### config.mk
export PLATFORM = sky130hd
export DESIGN_NAME = ret_seq
export DESIGN_NICKNAME = d
export VERILOG_FILES = /design/src/rtl/ret_pkg.sv /design/src/rtl/ret_phase_dec.sv /design/src/rtl/ret_decode.sv /design/src/rtl/ret_fsm.sv /design/src/rtl/ret_status.sv /design/src/rtl/ret_seq.sv
export SDC_FILE = /design/constraint.sdc
export NUM_CORES = 1
export LEC_CHECK = 0
export ABC_AREA = 0
export BUFFER_PORTS_ARGS = -buffer_cell sky130_fd_sc_hd__buf_2
export CAP_MARGIN = 20
export CORE_MARGIN = 5
export CORE_UTILIZATION = 38
export DETAILED_ROUTE_END_ITERATION = 6
export GPL_TIMING_DRIVEN = 0
export HOLD_SLACK_MARGIN = 0.08
export PLACE_DENSITY = 0.88
export SKIP_CTS_REPAIR_TIMING = 1
export SYNTH_ARGS = -nofsm -noshare
export SYNTH_HDL_FRONTEND = slang
export SYNTH_SLANG_ARGS = --single-unit
### constraint.sdc
create_clock -name clk -period 1.7 [get_ports clk]
set_input_delay 0.34 -clock clk [delete_from_list [all_inputs] [get_ports clk]]
set_output_delay 0.34 -clock clk [all_outputs]
set_load 0.01 [all_outputs]
### src/rtl/ret_pkg.sv
package ret_pkg;
   typedef enum logic [1:0] {
      RS_IDLE = 2'd0,
      RS_EXEC = 2'd1,
      RS_NOP  = 2'd2
   } ret_state_e;

   typedef enum logic {
      RK_RFI = 1'b0,
      RK_RLW = 1'b1
   } ret_kind_e;

   typedef struct packed {
      logic p1;
      logic p2;
      logic p3;
      logic p4;
   } phase_t;
endpackage

### src/rtl/ret_phase_dec.sv
module ret_phase_dec
   import ret_pkg::*;
#(
   parameter int PH_BIN = 0,
   localparam int PHW = (PH_BIN != 0) ? 2 : 4
) (
   input  logic [PHW-1:0] q_ph,
   output phase_t         ph
);
   generate
      if (PH_BIN == 0) begin : g_onehot
         assign ph.p1 = q_ph[0];
         assign ph.p2 = q_ph[1];
         assign ph.p3 = q_ph[2];
         assign ph.p4 = q_ph[3];
      end else begin : g_binary
         assign ph.p1 = (q_ph == 2'd0);
         assign ph.p2 = (q_ph == 2'd1);
         assign ph.p3 = (q_ph == 2'd2);
         assign ph.p4 = (q_ph == 2'd3);
      end
   endgenerate
endmodule

### src/rtl/ret_decode.sv
module ret_decode #(
   parameter int IW = 16,
   parameter int DW = 8,
   parameter logic [IW-1:0] OPC_RFI = 16'h0005,
   parameter logic [IW-DW-1:0] OPC_RLW = 8'hB6
) (
   input  logic [IW-1:0] instr,
   output logic          hit_rfi,
   output logic          hit_rlw,
   output logic [DW-1:0] lit
);
   generate
      if (IW <= DW) begin : g_bad_width
         $error("ret_decode: instruction must be wider than literal");
      end
   endgenerate

   assign hit_rfi = (instr == OPC_RFI);
   assign hit_rlw = (instr[IW-1:DW] == OPC_RLW);
   assign lit     = instr[DW-1:0];
endmodule

### src/rtl/ret_fsm.sv
module ret_fsm
   import ret_pkg::*;
#(
   parameter int PCW = 16,
   parameter int DW  = 8
) (
   input  logic           clk,
   input  logic           rst,
   input  phase_t         ph,
   input  logic           hit_rfi,
   input  logic           hit_rlw,
   input  logic [DW-1:0]  lit,
   input  logic [PCW-1:0] tos,
   output logic           pop,
   output logic           pc_ld,
   output logic [PCW-1:0] pc_nxt,
   output logic           wreg_we,
   output logic [DW-1:0]  wreg_wd,
   output logic           flush,
   output logic           gdis_clr
);
   ret_state_e    state;
   ret_kind_e     kind;
   logic [DW-1:0] lit_q;
   logic          in_exec;

   always_ff @(posedge clk) begin
      if (rst) begin
         state <= RS_IDLE;
         kind  <= RK_RFI;
         lit_q <= '0;
      end else begin
         case (state)
            RS_IDLE: begin
               if (ph.p1 && (hit_rfi || hit_rlw)) begin
                  state <= RS_EXEC;
                  kind  <= hit_rlw ? RK_RLW : RK_RFI;
               end
            end
            RS_EXEC: begin
               if (ph.p2 && (kind == RK_RLW)) lit_q <= lit;
               if (ph.p4) state <= RS_NOP;
            end
            RS_NOP: begin
               if (ph.p4) state <= RS_IDLE;
            end
            default: state <= RS_IDLE;
         endcase
      end
   end

   assign in_exec  = (state == RS_EXEC);
   assign pop      = in_exec && ph.p4;
   assign pc_ld    = pop;
   assign pc_nxt   = pop ? tos : '0;
   assign wreg_we  = pop && (kind == RK_RLW);
   assign wreg_wd  = wreg_we ? lit_q : '0;
   assign flush    = (state == RS_NOP);
   assign gdis_clr = in_exec && ph.p3 && (kind == RK_RFI);
endmodule

### src/rtl/ret_status.sv
module ret_status #(
   parameter int STA_W    = 8,
   parameter int GDIS_BIT = 4,
   parameter logic [STA_W-1:0] RST_STA = 8'h10
) (
   input  logic             clk,
   input  logic             rst,
   input  logic             we,
   input  logic [STA_W-1:0] wd,
   input  logic             clr,
   input  logic             set,
   output logic [STA_W-1:0] sta_q
);
   logic [STA_W-1:0] nxt;

   generate
      if (GDIS_BIT >= STA_W) begin : g_bad_bit
         $error("ret_status: disable bit outside status register");
      end
      if (RST_STA[GDIS_BIT] != 1'b1) begin : g_bad_rst
         $error("ret_status: reset value must disable interrupts");
      end
   endgenerate

   always_comb begin
      nxt = we ? wd : sta_q;
      if (clr) nxt[GDIS_BIT] = 1'b0;
      if (set) nxt[GDIS_BIT] = 1'b1;
   end

   always_ff @(posedge clk) begin
      if (rst) sta_q <= RST_STA;
      else     sta_q <= nxt;
   end
endmodule

### src/rtl/ret_seq.sv
module ret_seq
   import ret_pkg::*;
#(
   parameter int IW       = 16,
   parameter int DW       = 8,
   parameter int PCW      = 16,
   parameter int STA_W    = 8,
   parameter int GDIS_BIT = 4,
   parameter int PH_BIN   = 0,
   parameter logic [STA_W-1:0] RST_STA = 8'h10,
   parameter logic [IW-1:0]    OPC_RFI = 16'h0005,
   parameter logic [IW-DW-1:0] OPC_RLW = 8'hB6,
   localparam int PHW = (PH_BIN != 0) ? 2 : 4
) (
   input  logic             clk,
   input  logic             rst,
   input  logic [PHW-1:0]   q_ph,
   input  logic [IW-1:0]    instr,
   input  logic [PCW-1:0]   tos,
   input  logic             int_take,
   input  logic             sta_we,
   input  logic [STA_W-1:0] sta_wd,
   output logic             pop,
   output logic             pc_ld,
   output logic [PCW-1:0]   pc_nxt,
   output logic             wreg_we,
   output logic [DW-1:0]    wreg_wd,
   output logic             flush,
   output logic [STA_W-1:0] sta_q
);
   generate
      if (DW < 1 || PCW < 1) begin : g_bad_dims
         $error("ret_seq: widths must be positive");
      end
   endgenerate

   phase_t        ph_w;
   logic          ph3_w;
   logic          ph4_w;
   logic          hit_rfi;
   logic          hit_rlw;
   logic [DW-1:0] lit_w;
   logic          gdis_clr;

   ret_phase_dec #(.PH_BIN(PH_BIN)) u_ph (
      .q_ph (q_ph),
      .ph   (ph_w)
   );

   assign ph3_w = ph_w.p3;
   assign ph4_w = ph_w.p4;

   ret_decode #(
      .IW(IW), .DW(DW), .OPC_RFI(OPC_RFI), .OPC_RLW(OPC_RLW)
   ) u_dec (
      .instr   (instr),
      .hit_rfi (hit_rfi),
      .hit_rlw (hit_rlw),
      .lit     (lit_w)
   );

   ret_fsm #(.PCW(PCW), .DW(DW)) u_fsm (
      .clk      (clk),
      .rst      (rst),
      .ph       (ph_w),
      .hit_rfi  (hit_rfi),
      .hit_rlw  (hit_rlw),
      .lit      (lit_w),
      .tos      (tos),
      .pop      (pop),
      .pc_ld    (pc_ld),
      .pc_nxt   (pc_nxt),
      .wreg_we  (wreg_we),
      .wreg_wd  (wreg_wd),
      .flush    (flush),
      .gdis_clr (gdis_clr)
   );

   ret_status #(
      .STA_W(STA_W), .GDIS_BIT(GDIS_BIT), .RST_STA(RST_STA)
   ) u_sta (
      .clk   (clk),
      .rst   (rst),
      .we    (sta_we),
      .wd    (sta_wd),
      .clr   (gdis_clr),
      .set   (int_take),
      .sta_q (sta_q)
   );
endmodule

* Word-level counts from Yosys, hierarchy flattened
Index checks and enable logic that the tools add are counted.
** Cells by class
- Eq/ne operators :: 7
- Mux-type cells :: 9
- Reduce and logical (&&, ||, !) cells :: 13
- Bitwise gates (word level) :: 1
** Operators by type and width (number)
- 16-bit by 3-bit equality test with 1-bit output (second input constant) :: 1
- 16-bit 2-to-1 mux :: 1
- 8-bit equality test (second input constant) :: 1
- 8-bit 2-to-1 mux :: 1
- 1-bit logical AND :: 6
- 2-bit 2-to-1 mux :: 3
- 2-bit case mux with 3 select lines :: 1
- 5-bit 2-to-1 mux :: 1
- 2-bit inequality test (second input constant) :: 2
- 2-bit AND reduction :: 2
- 3-bit AND reduction :: 1
- 2-bit by 1-bit equality test with 1-bit output (second input constant) :: 1
- 2-bit equality test (second input constant) :: 1
- 2-bit zero test :: 1
- 1-bit 2-to-1 mux :: 2
- 2-bit by 1-bit inequality test with 1-bit output (second input constant) :: 1
- 2-bit nonzero test :: 1
- 2-bit OR reduction :: 1
- 1-bit logical OR :: 1
- 1-bit NOT :: 1
** Storage, ports and cells
- Input port bits :: 48
- Register bits :: 19
- Output and inout bits :: 36
- Word-level logic and storage cells :: 35

* Logic depth before layout (Yosys ltp)
- Depth in word-level cells :: 5
- Mapped depth :: 5
- Mapped depth without buffers :: 3

* Cells and area by module
From an unflattened synthesis, not the netlist that was laid out.
** Unflattened totals
- Cells, all modules :: 130
- Area total of the unflattened synthesis :: 1097.3 sq um
** Modules (own cells, without submodules)
- ret_fsm :: seq. area each 220.2 sq um, area an instance 643.1 sq um, times used 1, cells each 83
- ret_status :: seq. area each 160.2 sq um, area an instance 290.3 sq um, times used 1, cells each 27
- ret_decode :: seq. area each 0.0 sq um, area an instance 133.9 sq um, times used 1, cells each 16
- ret_phase_dec :: seq. area each 0.0 sq um, area an instance 30.0 sq um, times used 1, cells each 4

* Worst setup path after synthesis
Ideal clock, no wire load.
- Path type :: input to output
- From :: input q_ph[3]
- To :: output pop
- Stages :: 4
- Required time :: 1.360 ns
- Arrival time :: 1.123 ns
- Buffers on the path :: 3
- Setup slack :: 0.237 ns
- Path through :: clkbuf_1 -> clkbuf_1 -> and2_1 -> buf_4
** On the way
- Cells in the longest elaborated chain, start to end :: 1
** Ends and longest elaborated chain
- start, declared :: RTL line ret_seq.sv:17 : input logic [PHW-1:0] q_ph,
- 1-bit logical AND :: RTL line ret_fsm.sv:53 : assign pop = in_exec && ph.p4;
- end, declared :: RTL line ret_seq.sv:23 : output logic pop,
No other way between the ends.

* Final worst setup path
- From :: register u_fsm.state[0]
- To :: output pop
** On the way
- Cells in the longest elaborated chain, start to end :: 2
** Ends and longest elaborated chain
- start, declared :: RTL line ret_fsm.sv:22 : ret_state_e state;
- start signal, assigned :: RTL line ret_fsm.sv:29 : state <= RS_IDLE;
- start signal, assigned :: RTL line ret_fsm.sv:36 : state <= RS_EXEC;
- start signal, assigned :: RTL line ret_fsm.sv:42 : if (ph.p4) state <= RS_NOP;
- 2-bit by 1-bit equality test with 1-bit output :: RTL line ret_fsm.sv:52 : assign in_exec = (state == RS_EXEC);
- 1-bit logical AND :: RTL line ret_fsm.sv:53
No other way between the ends.

==> summary.md <==
| Metric | Value |
|---|---|
| Slack of the critical path | -27.5 ps |
| Clock latency on the worst-skew pair | 300 ps |
| Initial antenna violation count | 0 |
| Syn avg cell area | 8.33 um^2 |
| Clock Tree Root | clkbuf_4 |
| Fin util | 65.1% |
| Share of cells above drive strength 1 | 53.8% |
| Failing checks | negative setup slack |
| Vias in the first global route | 1029 |
| #FFs+latches synth | 19 |
| Hold Fails Final Rpt | 0 |
| Count of cell types in the netlist | 31 |
| Drt total wl | 3220 um |
| DRT Pass-1 Iters | 4 |
| Seq/Total Area, Yosys | 38.0% |
| Grt ovf | 0 |
| Commonest non-fill, non-tap cell in the layout | buf_2 |
| Sequential share of power | 56.1% |
| Port-buffer cells | 82 |
| Hpwl dp | 2540 um |
| First-pass GRT wire length | 4490 um |
| Tcrit/Tclk final | 102% |
| Fmax achieved | 0.579 GHz |
| DR vias | 1190 |
| IO Count | 84 |
| Area growth syn-to-layout | 62.7% |
| Post-synth net total | 168 |
| Syn Inst Count | 120 |
| Routed wire per std cell | 13.4 um |
| Switching part of the total power | 26.1% |
| Core region area | 2500 um^2 |
| # nets final | 259 |
| PD cells | 512 nW/um^2 |
| Pre-CTS setup slack | -24.1 ps |
| Sw power | 218 uW |
| Mapped Area | 1000 um^2 |
| Setup violators final | 6 |
| Register Area | 385 um^2 |
| TritonCTS clock tree | done |
| Cell Rows | 18 |
| Status | finished with violations |
| DRT iter0 DRCs | 25 |
| # clock sinks | 19 |
| Data required, critical path | 1360 ps |
| Worst EP arrival | 1390 ps |
| Worst hold-check path type | input pin to flip-flop |
| Pin count of the biggest net entering global routing | 12 |
| DP Cell Count | 232 |
| Relative slew margins | 69.4% |
| Layout fillers | 220 |
| Clock buffer depth | 2 |
| Routability Congestion | 0.797 |
| Post-route minimum period | 1730 ps |
| H-Tree Depth | 1 |
| Most frequent cells in the layout | buf_2 (75), dfxtp_1 (17), and3_1 (16), nand2_1 (16), buf_6 (15) |
| Residual DRC | 0 |
| Slew Viols, Final | 0 |
| Int Power | 615 uW |
| Non-Filler Instances | 240 |
| Crit. End Element | output port |
| Number of buffers created by CTS | 3 |
| Multi-input gate area | 593 um^2 |
| Clock Pin Slew Worst Setup and Hold Paths | 120 ps |
| Crit path kind | flip-flop to output port |
| Clock share of power | 28.0% |
| Warnings from Yosys | 0 |
| Initial Utilization | 40.0% |
| Critical Path Source Type | flip-flop |
| # diodes | 0 |
| Logic pwr share | 16.0% |
| RSZ-0062 raised after global routing | true |
| Die Wd | 61.3 um |
| Slew @ Worst Pin | 459 ps |
| Worst ir drop on vdd | 0.704 mV |
| Tot GR Track Use | 15.8% |
| Skew final | 10.8 ps |
| Max Cap Violations | 0 |
| Leakage | 0.000896 uW |
| Average vias per placed instance | 4.96 |
| Die area | 3760 um^2 |
| Worst-path maximum fanout | 5 |
| Post-route ant nets | 0 |
| Chip height | 61.3 um |
-- critical path, stage by stage (launching register included) --
cell and delay, ps:
dfxtp_4 370, nor2b_4 120, buf_6 120, buf_6 110, and2_4 150, buf_6 100, buf_6 110
-- logic make-up after synthesis --
family | share of synthesized area (%)
compound gates | 8.26
buf+inv | 5.88
flops | 38.0
mux | 9.01
simple gates | 38.8
-- flip-flops by register name (all words and copies together) (netlist names) --
name and flops:
u_fsm.kind 1, u_fsm.lit_q 8, u_fsm.state 2, u_sta.sta_q 8
-- power by group through the flow --
stage / Clock [uW] / Combinational [uW] / Sequential (uW)
finish: 233 / 133 / 467
global route: 262 / 146 / 469
CTS: 240 / 131 / 468
detailed placement: 0 / 131 / 478
global placement: 0 / 128 / 477
floorplan: 0 / 47.7 / 482
-- worst paths after layout --
kind	startpoint	to	slack, ps	depth (start not counted)
min reg2reg	u_fsm.lit_q[1]	u_fsm.lit_q[1]	470	2
max reg2reg	u_fsm.state[0]	u_fsm.state[0]	330	4
min	int_take	u_sta.sta_q[4]	220	2
max	u_fsm.state[0]	pop	-30	6
-- Yosys cell counts, drive strengths merged --
cell type  instances  share of area, %
o311ai             1              0.88
nand2             16               6.0
a211oi             1              0.75
inv                1              0.38
a211o              1              0.88
mux2i              9               9.0
and2               9               5.6
nor3b              1              0.75
and2b              1              0.75
and3b              1              0.88
and4b              1               1.0
nor4b              1              0.88
nor2b              3               2.6
nor4               2               1.9
nand4              2               1.3
buf                8               4.8
a21oi              9               4.5
nand4b             1              0.88
a31oi              2               1.3
nor2               8               3.0
clkbuf             2              0.75
and4               1              0.88
nor3               1              0.50
dfxtp             19                38
or3                1              0.63
and3              18                11
-- stage by stage --
| stage | TNS [ps] | total power, uW | instance area (um^2) | hold slack (ps) |
|---|---|---|---|---|
| after detailed placement | -24.1 | 609 | 1450 | 443 |
| final | -33.0 | 832 | 1630 | 217 |
| after CTS | -2430 | 840 | 1480 | 215 |
| after global placement | -18.2 | 605 | 1450 | 440 |
| after floorplan | 0 | 530 | 1000 | 432 |
| after global routing | -1170 | 878 | 1630 | 209 |
-- area by class of cell --
cell class,count,area share [%]
Tap cell,30,2.31
Inverter,1,0.231
Buffer,10,4.46
Clock buffer,3,1.38
Multi-Input combinational cell,90,36.5
Clock inverter,1,0.308
Sequential cell,19,23.7
Timing Repair Buffer,86,31.2
-- per-layer routing --
layer	vias to the layer above	part of all wire [%]	global-route usage (%)
li1	601	-	-
met3	2	9.9	6.50
met4	0	0.65	0.929
met1	544	41	19.4
met5	-	0	0
met2	43	48	27.0
Power figures use the tool's default switching activity.
